===== src/rtl/prot_gate.sv =====
module prot_gate #(
  parameter int ADDR_W = 8
) (
  input  logic              clk,
  input  logic              rst_n,
  input  logic              nv_init,
  input  logic              cmd_valid,
  input  logic [3:0]        cmd_op,
  input  logic [ADDR_W-1:0] cmd_addr,
  input  logic              pe_lvl,
  input  logic              pre_lvl,
  output logic              done,
  output logic              permit,
  output logic [ADDR_W-1:0] prot_addr,
  output logic              prot_clear
);
  localparam logic [3:0] OP_RD = 4'd0, OP_EN = 4'd1, OP_DIS = 4'd2, OP_ERA = 4'd3,
                         OP_WR = 4'd4, OP_ERAL = 4'd5, OP_WRAL = 4'd6, OP_PRRD = 4'd7,
                         OP_ARM = 4'd8, OP_PCLR = 4'd9, OP_PWR = 4'd10, OP_LOCK = 4'd11;

  logic wen_q, armed_q, lock_q, done_q, ok_q;
  logic [ADDR_W-1:0] pa_q;
  logic pclr_q;

  logic known, is_pr, pe_need, pins_ok, below, rule_ok, ok;

  assign known   = cmd_op <= OP_LOCK;
  assign is_pr   = cmd_op >= OP_PRRD;
  assign pe_need = !(cmd_op == OP_RD || cmd_op == OP_DIS || cmd_op == OP_PRRD);
  assign pins_ok = known && (pre_lvl == is_pr) && (pe_lvl || !pe_need);
  assign below   = pclr_q || (cmd_addr < pa_q);

  always_comb begin
    case (cmd_op)
      OP_RD, OP_EN, OP_DIS, OP_PRRD: rule_ok = 1'b1;
      OP_ERA, OP_WR:                 rule_ok = wen_q && below;
      OP_ERAL, OP_WRAL:              rule_ok = wen_q && pclr_q;
      OP_ARM:                        rule_ok = wen_q;
      OP_PCLR, OP_LOCK:              rule_ok = armed_q && !lock_q;
      OP_PWR:                        rule_ok = armed_q && !lock_q && pclr_q;
      default:                       rule_ok = 1'b0;
    endcase
  end

  assign ok = pins_ok && rule_ok;

  always_ff @(posedge clk) begin
    if (!rst_n) begin
      wen_q   <= 1'b0;
      armed_q <= 1'b0;
      done_q  <= 1'b0;
      ok_q    <= 1'b0;
    end else begin
      done_q <= cmd_valid;
      ok_q   <= cmd_valid && ok;
      if (cmd_valid) begin
        armed_q <= (cmd_op == OP_ARM) && ok;
        if (ok && cmd_op == OP_EN)  wen_q <= 1'b1;
        if (ok && cmd_op == OP_DIS) wen_q <= 1'b0;
      end
    end
  end

  always_ff @(posedge clk) begin
    if (nv_init) begin
      lock_q <= 1'b0;
      pclr_q <= 1'b1;
      pa_q   <= '0;
    end else if (rst_n && cmd_valid && ok) begin
      case (cmd_op)
        OP_PCLR: begin pclr_q <= 1'b1; pa_q <= '0; end
        OP_PWR:  begin pclr_q <= 1'b0; pa_q <= cmd_addr; end
        OP_LOCK: lock_q <= 1'b1;
        default: ;
      endcase
    end
  end

  assign done       = done_q;
  assign permit     = ok_q;
  assign prot_addr  = pa_q;
  assign prot_clear = pclr_q;
endmodule


===== config.mk =====
export PLATFORM = sky130hd
export DESIGN_NAME = prot_gate
export DESIGN_NICKNAME = d
export VERILOG_FILES = /design/src/rtl/prot_gate.sv
export SDC_FILE = /design/constraint.sdc
export NUM_CORES = 1
export LEC_CHECK = 0
export BUFFER_PORTS_ARGS = -buffer_cell sky130_fd_sc_hd__buf_2
export CORE_AREA = 2 2 46 48
export DETAILED_ROUTE_END_ITERATION = 12
export DIE_AREA = 0 0 48 50
export GPL_TIMING_DRIVEN = 0
export PLACE_DENSITY = 0.8
export SETUP_SLACK_MARGIN = 0.5
export SLEW_MARGIN = 15
export SYNTH_ARGS = -nofsm -noshare
export SYNTH_HDL_FRONTEND = slang
export SYNTH_SLANG_ARGS = --single-unit

===== constraint.sdc =====
create_clock -name clk -period 4.7 [get_ports clk]
set_input_delay 0.705 -clock clk [delete_from_list [all_inputs] [get_ports clk]]
set_output_delay 0.705 -clock clk [all_outputs]
set_load 0.05 [all_outputs]

After elaboration in Yosys (flattened, before gate mapping):

Cells that the tools add are included.

* equality and inequality tests: 12
* reductions and logical operators: 28
* order comparisons: 3
* multiplexer cells: 5

Operator list (number)
* $eq A4 B3 Y1 const B: 4
* $eq A4 B4 Y1 const B: 4
* $pmux W8 S2: 1
* $logic_and A1 B1 Y1: 13
* $eq A4 B2 Y1 const B: 2
* $lt A8 B8 Y1: 1
* $pmux W1 S6: 1
* $reduce_and A2 Y1: 3
* $reduce_or A2 Y1: 3
* $eq A4 B1 Y1 const B: 1
* $ge A4 B3 Y1 const B: 1
* $le A4 B4 Y1 const B: 1
* $logic_not A4 Y1: 1
* $logic_or A1 B1 Y1: 4
* $reduce_bool A2 Y1: 2
* $reduce_or A4 Y1: 1
* $mux W1: 2
* $pmux W1 S2: 1
* $eq A1 B1 Y1: 1
* $logic_not A1 Y1: 1

* output and inout bits: 11
* register bits: 14
* input port bits: 18
* logic and storage cells: 55

Depth between registers and ports, before layout:

* depth after elaboration: 9
* depth in mapped cells: 9

Least setup slack after synthesis:

OpenSTA, ideal clock, no wires.

* kind: flip-flop to flip-flop
* from: register pa_q[2], in the netlist prot_addr[2]
* to: register pclr_q, in the netlist prot_clear
* data arrival time: 2.376 ns
* stages on the path, launching flop included: 10
* data required time: 4.532 ns
* slack: 2.156 ns
* period minus slack after synthesis: 2.544 ns
* cells stage by stage: dfxtp_1 > inv_1 > ha_1 > a211o_1 > a31oi_1 > o221ai_2 > a311oi_2 > and4b_1 > buf_6 > mux2i_1

* longest elaborated chain between the ends: 7

Ends and longest elaborated chain
* from (decl): RTL line 22 `logic [ADDR_W-1:0] pa_q;`
* from (signal assigned): RTL line 68 `pa_q <= '0;`
* from (signal assigned): RTL line 71 `OP_PCLR: begin pclr_q <= 1'b1; pa_q <= '0; end`
* from (signal assigned): RTL line 72 `OP_PWR: begin pclr_q <= 1'b0; pa_q <= cmd_addr; end`
* $lt A8 B8 Y1: RTL line 31 `assign below = pclr_q || (cmd_addr < pa_q);`
* $logic_or A1 B1 Y1: RTL line 31
* $logic_and A1 B1 Y1: RTL line 36 `OP_ERA, OP_WR: rule_ok = wen_q && below;`
* $pmux W1 S6: RTL line 34 `case (cmd_op)`
* $logic_and A1 B1 Y1: RTL line 45 `assign ok = pins_ok && rule_ok;`
* $logic_and A1 B1 Y1: RTL line 69 `end else if (rst_n && cmd_valid && ok) begin`
* $reduce_and A2 Y1 (no source line)
* to (signal assigned): RTL line 67 `pclr_q <= 1'b1;`
* to (signal assigned): RTL line 71
* to (signal assigned): RTL line 72
* to (decl): RTL line 23 `logic pclr_q;`

Every way passes these cells.
A chain may end at the register's enable or synchronous reset.

Worst setup path after layout:

* from: input port cmd_addr[2]
* to: register pa_q[5], in the netlist prot_addr[5]

* longest elaborated chain between the ends: 7

Ends and longest elaborated chain
* from (decl): RTL line 9 `input logic [ADDR_W-1:0] cmd_addr,`
* $lt A8 B8 Y1: RTL line 31
* $logic_or A1 B1 Y1: RTL line 31
* $logic_and A1 B1 Y1: RTL line 36
* $pmux W1 S6: RTL line 34
* $logic_and A1 B1 Y1: RTL line 45
* $logic_and A1 B1 Y1: RTL line 69
* $reduce_and A2 Y1 (no source line)

Every way passes these cells.

==> impl.org <==
** Logic synthesis
- Fraction of registers with async set or reset after synthesis :: 0
- Syn Nets :: 140
- The netlist uses 39 different library cells.
- Area contributors post-synth :: sky130_fd_sc_hd__dfxtp_1 (29%), sky130_fd_sc_hd__mux2i_1 (10%), sky130_fd_sc_hd__ha_1 (8.9%)
- Counting flops and latches in the post-synthesis netlist gives 14.
- After synthesis the cells add up to 980 sq um.
- During synthesis, Yosys emitted a total of 0 warnings.
- Dominant register cell in the synthesized netlist :: sky130_fd_sc_hd__dfxtp_1
- Of the post-synthesis cell area, the dominant cell type holds 0.286.
- Of the synthesized area, sequential elements account for 0.286.
- Dividing the synthesized area by the synthesized cell count gives 8.52 sq um.
- In the synthesized netlist, the cells that appear most often are sky130_fd_sc_hd__dfxtp_1 (14), sky130_fd_sc_hd__nand2_1 (14), sky130_fd_sc_hd__nand2b_1 (11).
- Cell count after synthesis :: 115
- The largest total area in the synthesized netlist belongs to sky130_fd_sc_hd__dfxtp_1.
- In this run, synthesis inferred 0 flip-flops with an integrated enable.

** Worst setup path
- Highest-delay cell along the critical path :: sky130_fd_sc_hd__a311oi_2
- STA classifies the critical path startpoint as an input port.
- On the worst path, the slowest cell contributes a delay of 0.45 ns.
- The worst setup path is of the in2reg kind.
- CP cell instances :: buf_2 -> ha_1 -> a211o_1 -> a31oi_1 -> o221ai_2 -> a311oi_2 -> and4b_1 -> buf_6 -> mux2i_1
- Count of cells along the worst register-to-register path :: 9
- Setup crit end kind :: flop
- For the worst setup path, the data required time is 4.90 ns.
- The startpoint identified for the worst register-to-register timing path is prot_addr[2]$_SDFFE_PP0P_.
- Worst EP arrival :: 2.82 ns
- Capturing element of the worst setup path :: prot_addr[5]$_SDFFE_PP0P_
- The kind of cell with the highest combined delay along the critical path is compound AO/OA/AOI/OAI gates.
- Reg-to-Reg End :: prot_addr[5]$_SDFFE_PP0P_
- Buf+Inv Stages, Crit Path :: 2
- The setup check on the worst reg-to-reg path leaves a slack of 2.25 ns.
- The critical path runs through a total of 9 cells.
- Along the worst path, the maximum fanout reaches 9.
- In this run the worst setup path begins at cmd_addr[2].

** Floorplan
- Io pins :: 29
- Die Width :: 48 um
- The floorplan has 16 rows.
- Chip height :: 50 um
- Core area :: 0.00190 sq mm
- Die area :: about 0.0024 sq mm
- The initial utilization of the core area, before any placement, comes to 0.515.

** GRT
- The total overflow left after global routing is 0.
- Number of global-route vias before repair :: 770
- For this run, the total global-route usage over all layers was measured as 0.176.
- Entering global routing, the biggest net connects 11 pins.
- Initial antenna violation count :: 0
- The first global-routing pass estimated 3090 um of wire.

** Power
- Of the total power, the clock network draws 0.269.
- Max rail drop VDD :: 144 uV
- In this run the static leakage power is 0.458 nW.
- Cell Int Power :: between 0.15 and 0.2 mW
- The analysis attributes to net switching a power of 0.0671 mW.
- Of the total power, combinational logic draws 0.204.
- Power share of the sequential group :: 0.527
- Dividing total power by cell area gives a power density of 206 mW/mm^2.
- Of the total power, the share spent switching nets is 0.276.

** Detailed routing
- The routed layout has approximately 910 vias.
- For this block, the initial DRC count from the detailed router was 19.
- Detailed route wirelength on metal2 :: 894 um
- Routed length on met1 :: 976 um
- Max layer used :: met4
- DRC viols :: 0
- The routed design has 1990 um of wire.
- For this run, the detailed router's first-pass iteration total came to 5.
- In the detailed route, the total length drawn on met3 is 92 um.
- The count of nets left with antenna violations once routing finished came out at 0.
- After detailed routing, the average wire length per cell comes to between 10 and 15 um.
- Detail-routed via count per cell :: 5.27

** Clock tree
- Post-cts hold buffer count :: 0
- Worst-Skew Late Latency :: 0.27 ns
- Clk slew on worst S/H paths :: 0.08 ns
- CTS tree :: done
- Buffer type at the clock tree root :: sky130_fd_sc_hd__clkbuf_4
- Number of H-tree levels :: 1
- Post-cts resize count :: 0
- CTS Sinks :: 14
- In this run the post-CTS setup repair buffer count came out at 0.
- Number of clock buffers inserted by TritonCTS :: 3
- Maximum root-to-sink buffer count :: 2

** Cells and area
- In the final design database the tool counted ~170 nets.
- Final core utilization :: 0.619
- Share of final-layout standard cells stronger than drive strength 1 :: 0.269
- Compared with the post-synthesis result, the final layout area differs by 20.2%.
- Post-route cell area :: 0.00118 sq mm
- 0 antenna diodes ended up in the layout.
- Leaving out filler cells and counting taps, the final layout contains 172.

** STA
- Timing would allow up to 0.382 GHz.
- In the finished design, the share of the clock period the worst path needs comes to 0.558.
- Setup violations remaining at the end of the flow were counted as 0.
- The final hold violation count is 0.
- Worst-case clock skew :: 0.00467 ns
- The final count of pins violating max slew is 0.
- In the final timing run, aggregate negative setup slack is 0 ns.
- Unrepaired setup endpoints after global routing :: no
- Slew of the pin with the lowest slew margin :: 0.817 ns
- The routed design could run at a clock period as short as 2.62 ns.
- Measured against its own limit, the worst slew margin works out to 0.454.

** Place
- Once placement finished, the instance area stood at 0.00115 sq mm.
- Counting tap cells, the placed design contains a total of between 150 and 200 instances.
- Detailed placement ended at an HPWL of 1530 um.
- The count of buffers added on input and output ports is 27.
- At the end of routability-driven placement, the weighted congestion stood at 0.918.

** Status
- The run finished with clean final reports.

** Job
- Max capacitance violation total :: 0

** Min path
- Worst hold path type :: reg2reg
-- tightest hold or removal path, delay by kind of cell, from the launching register on --
kind	cells	cell delay (ns)
flip-flops	1	0.33
AND/OR/NAND/NOR	1	0.07
multiplexers	1	0.05
-- cell usage in the layout, fill, tap and decap left out, types with 2 or more instances in the layout --
cell type                  instances
sky130_fd_sc_hd__a21oi_1           3
sky130_fd_sc_hd__a31oi_1           2
sky130_fd_sc_hd__buf_2            29
sky130_fd_sc_hd__clkbuf_1          3
sky130_fd_sc_hd__clkbuf_4          3
sky130_fd_sc_hd__dfxtp_1          14
sky130_fd_sc_hd__ha_1              7
sky130_fd_sc_hd__inv_1             8
sky130_fd_sc_hd__mux2i_1          10
sky130_fd_sc_hd__nand2_1          14
sky130_fd_sc_hd__nand2b_1         11
sky130_fd_sc_hd__nand3b_1          3
sky130_fd_sc_hd__nor2_1            6
sky130_fd_sc_hd__nor2b_1           2
sky130_fd_sc_hd__nor4b_1           2
sky130_fd_sc_hd__o21ai_0           3
-- layout make-up --
| class | count | area (sq um) |
|---|---|---|
| Buffer | 7 | 40.0 |
| Tap cell | 27 | 33.8 |
| Clock buffer | 3 | 22.5 |
| Multi-Input combinational cell | 86 | 636 |
| Fill cell | 182 | 724 |
| Sequential cell | 14 | 280 |
| Timing Repair Buffer | 27 | 135 |
| Inverter | 8 | 30.0 |
-- sequential cells by signal (all words and copies together) (netlist names) --
name,cells
prot_clear,1
armed_q,1
wen_q,1
permit,1
done,1
prot_addr,8
lock_q,1
-- routing by layer --
metal | up-vias | global-route usage
met5 | - | 0
met4 | 0 | 0.0721
met3 | 4 | 0.0440
met2 | 28 | 0.267
met1 | 406 | 0.231
li1 | 468 | -
-- per-stage QoR --
| stage | total power, mW | hold slack, ns | worst slack (ns) |
|---|---|---|---|
| 6_report | 0.243 | 0.493 | 2.08 |
| 2_1_floorplan | 0.164 | 0.441 | 2.16 |
| 3_3_place_gp | 0.178 | 0.458 | 1.85 |
| 3_5_place_dp | 0.181 | 0.468 | 1.79 |
| 5_1_grt | 0.259 | 0.513 | 1.92 |
| 4_1_cts | 0.247 | 0.490 | 2.09 |
-- worst min path at each step --
| stage | startpoint | endpoint | slack (ns) | cells after the start |
|---|---|---|---|---|
| 6_report | prot_addr[7]$_SDFFE_PP0P_ | prot_addr[7]$_SDFFE_PP0P_ | 0.49 | 2 |
| 5_1_grt | lock_q$_SDFFE_PP0P_ | lock_q$_SDFFE_PP0P_ | 0.51 | 2 |
| 4_1_cts | lock_q$_SDFFE_PP0P_ | lock_q$_SDFFE_PP0P_ | 0.49 | 2 |
| 3_5_place_dp | lock_q$_SDFFE_PP0P_ | lock_q$_SDFFE_PP0P_ | 0.47 | 2 |
| 3_3_place_gp | lock_q$_SDFFE_PP0P_ | lock_q$_SDFFE_PP0P_ | 0.46 | 2 |
| 2_1_floorplan | lock_q$_SDFFE_PP0P_ | lock_q$_SDFFE_PP0P_ | 0.44 | 2 |
-- power groups by stage --
stage                     Combinational, mW  Clock (mW)  Sequential [mW]
after floorplan                      0.0311           0            0.133
after global placement               0.0475           0            0.131
after detailed placement             0.0499           0            0.131
after CTS                            0.0501      0.0689            0.128
after global routing                 0.0553      0.0744            0.129
final                                0.0496      0.0655            0.128
-- logic make-up (layout without fill, tap and decap cells) --
kind of cell               Yosys count  after routing  synth area share
and+or+nand+nor                     47             47             0.269
AOI/OAI and AO/OA                   21             21             0.172
buffers and inverters               15             45            0.0715
DFF                                 14             14             0.286
muxes                               10             10             0.102
adders and majority gates            7              7            0.0894
xor gates and xnor gates             1              1           0.00894
Note: power is estimated with default switching activity, not from simulation.
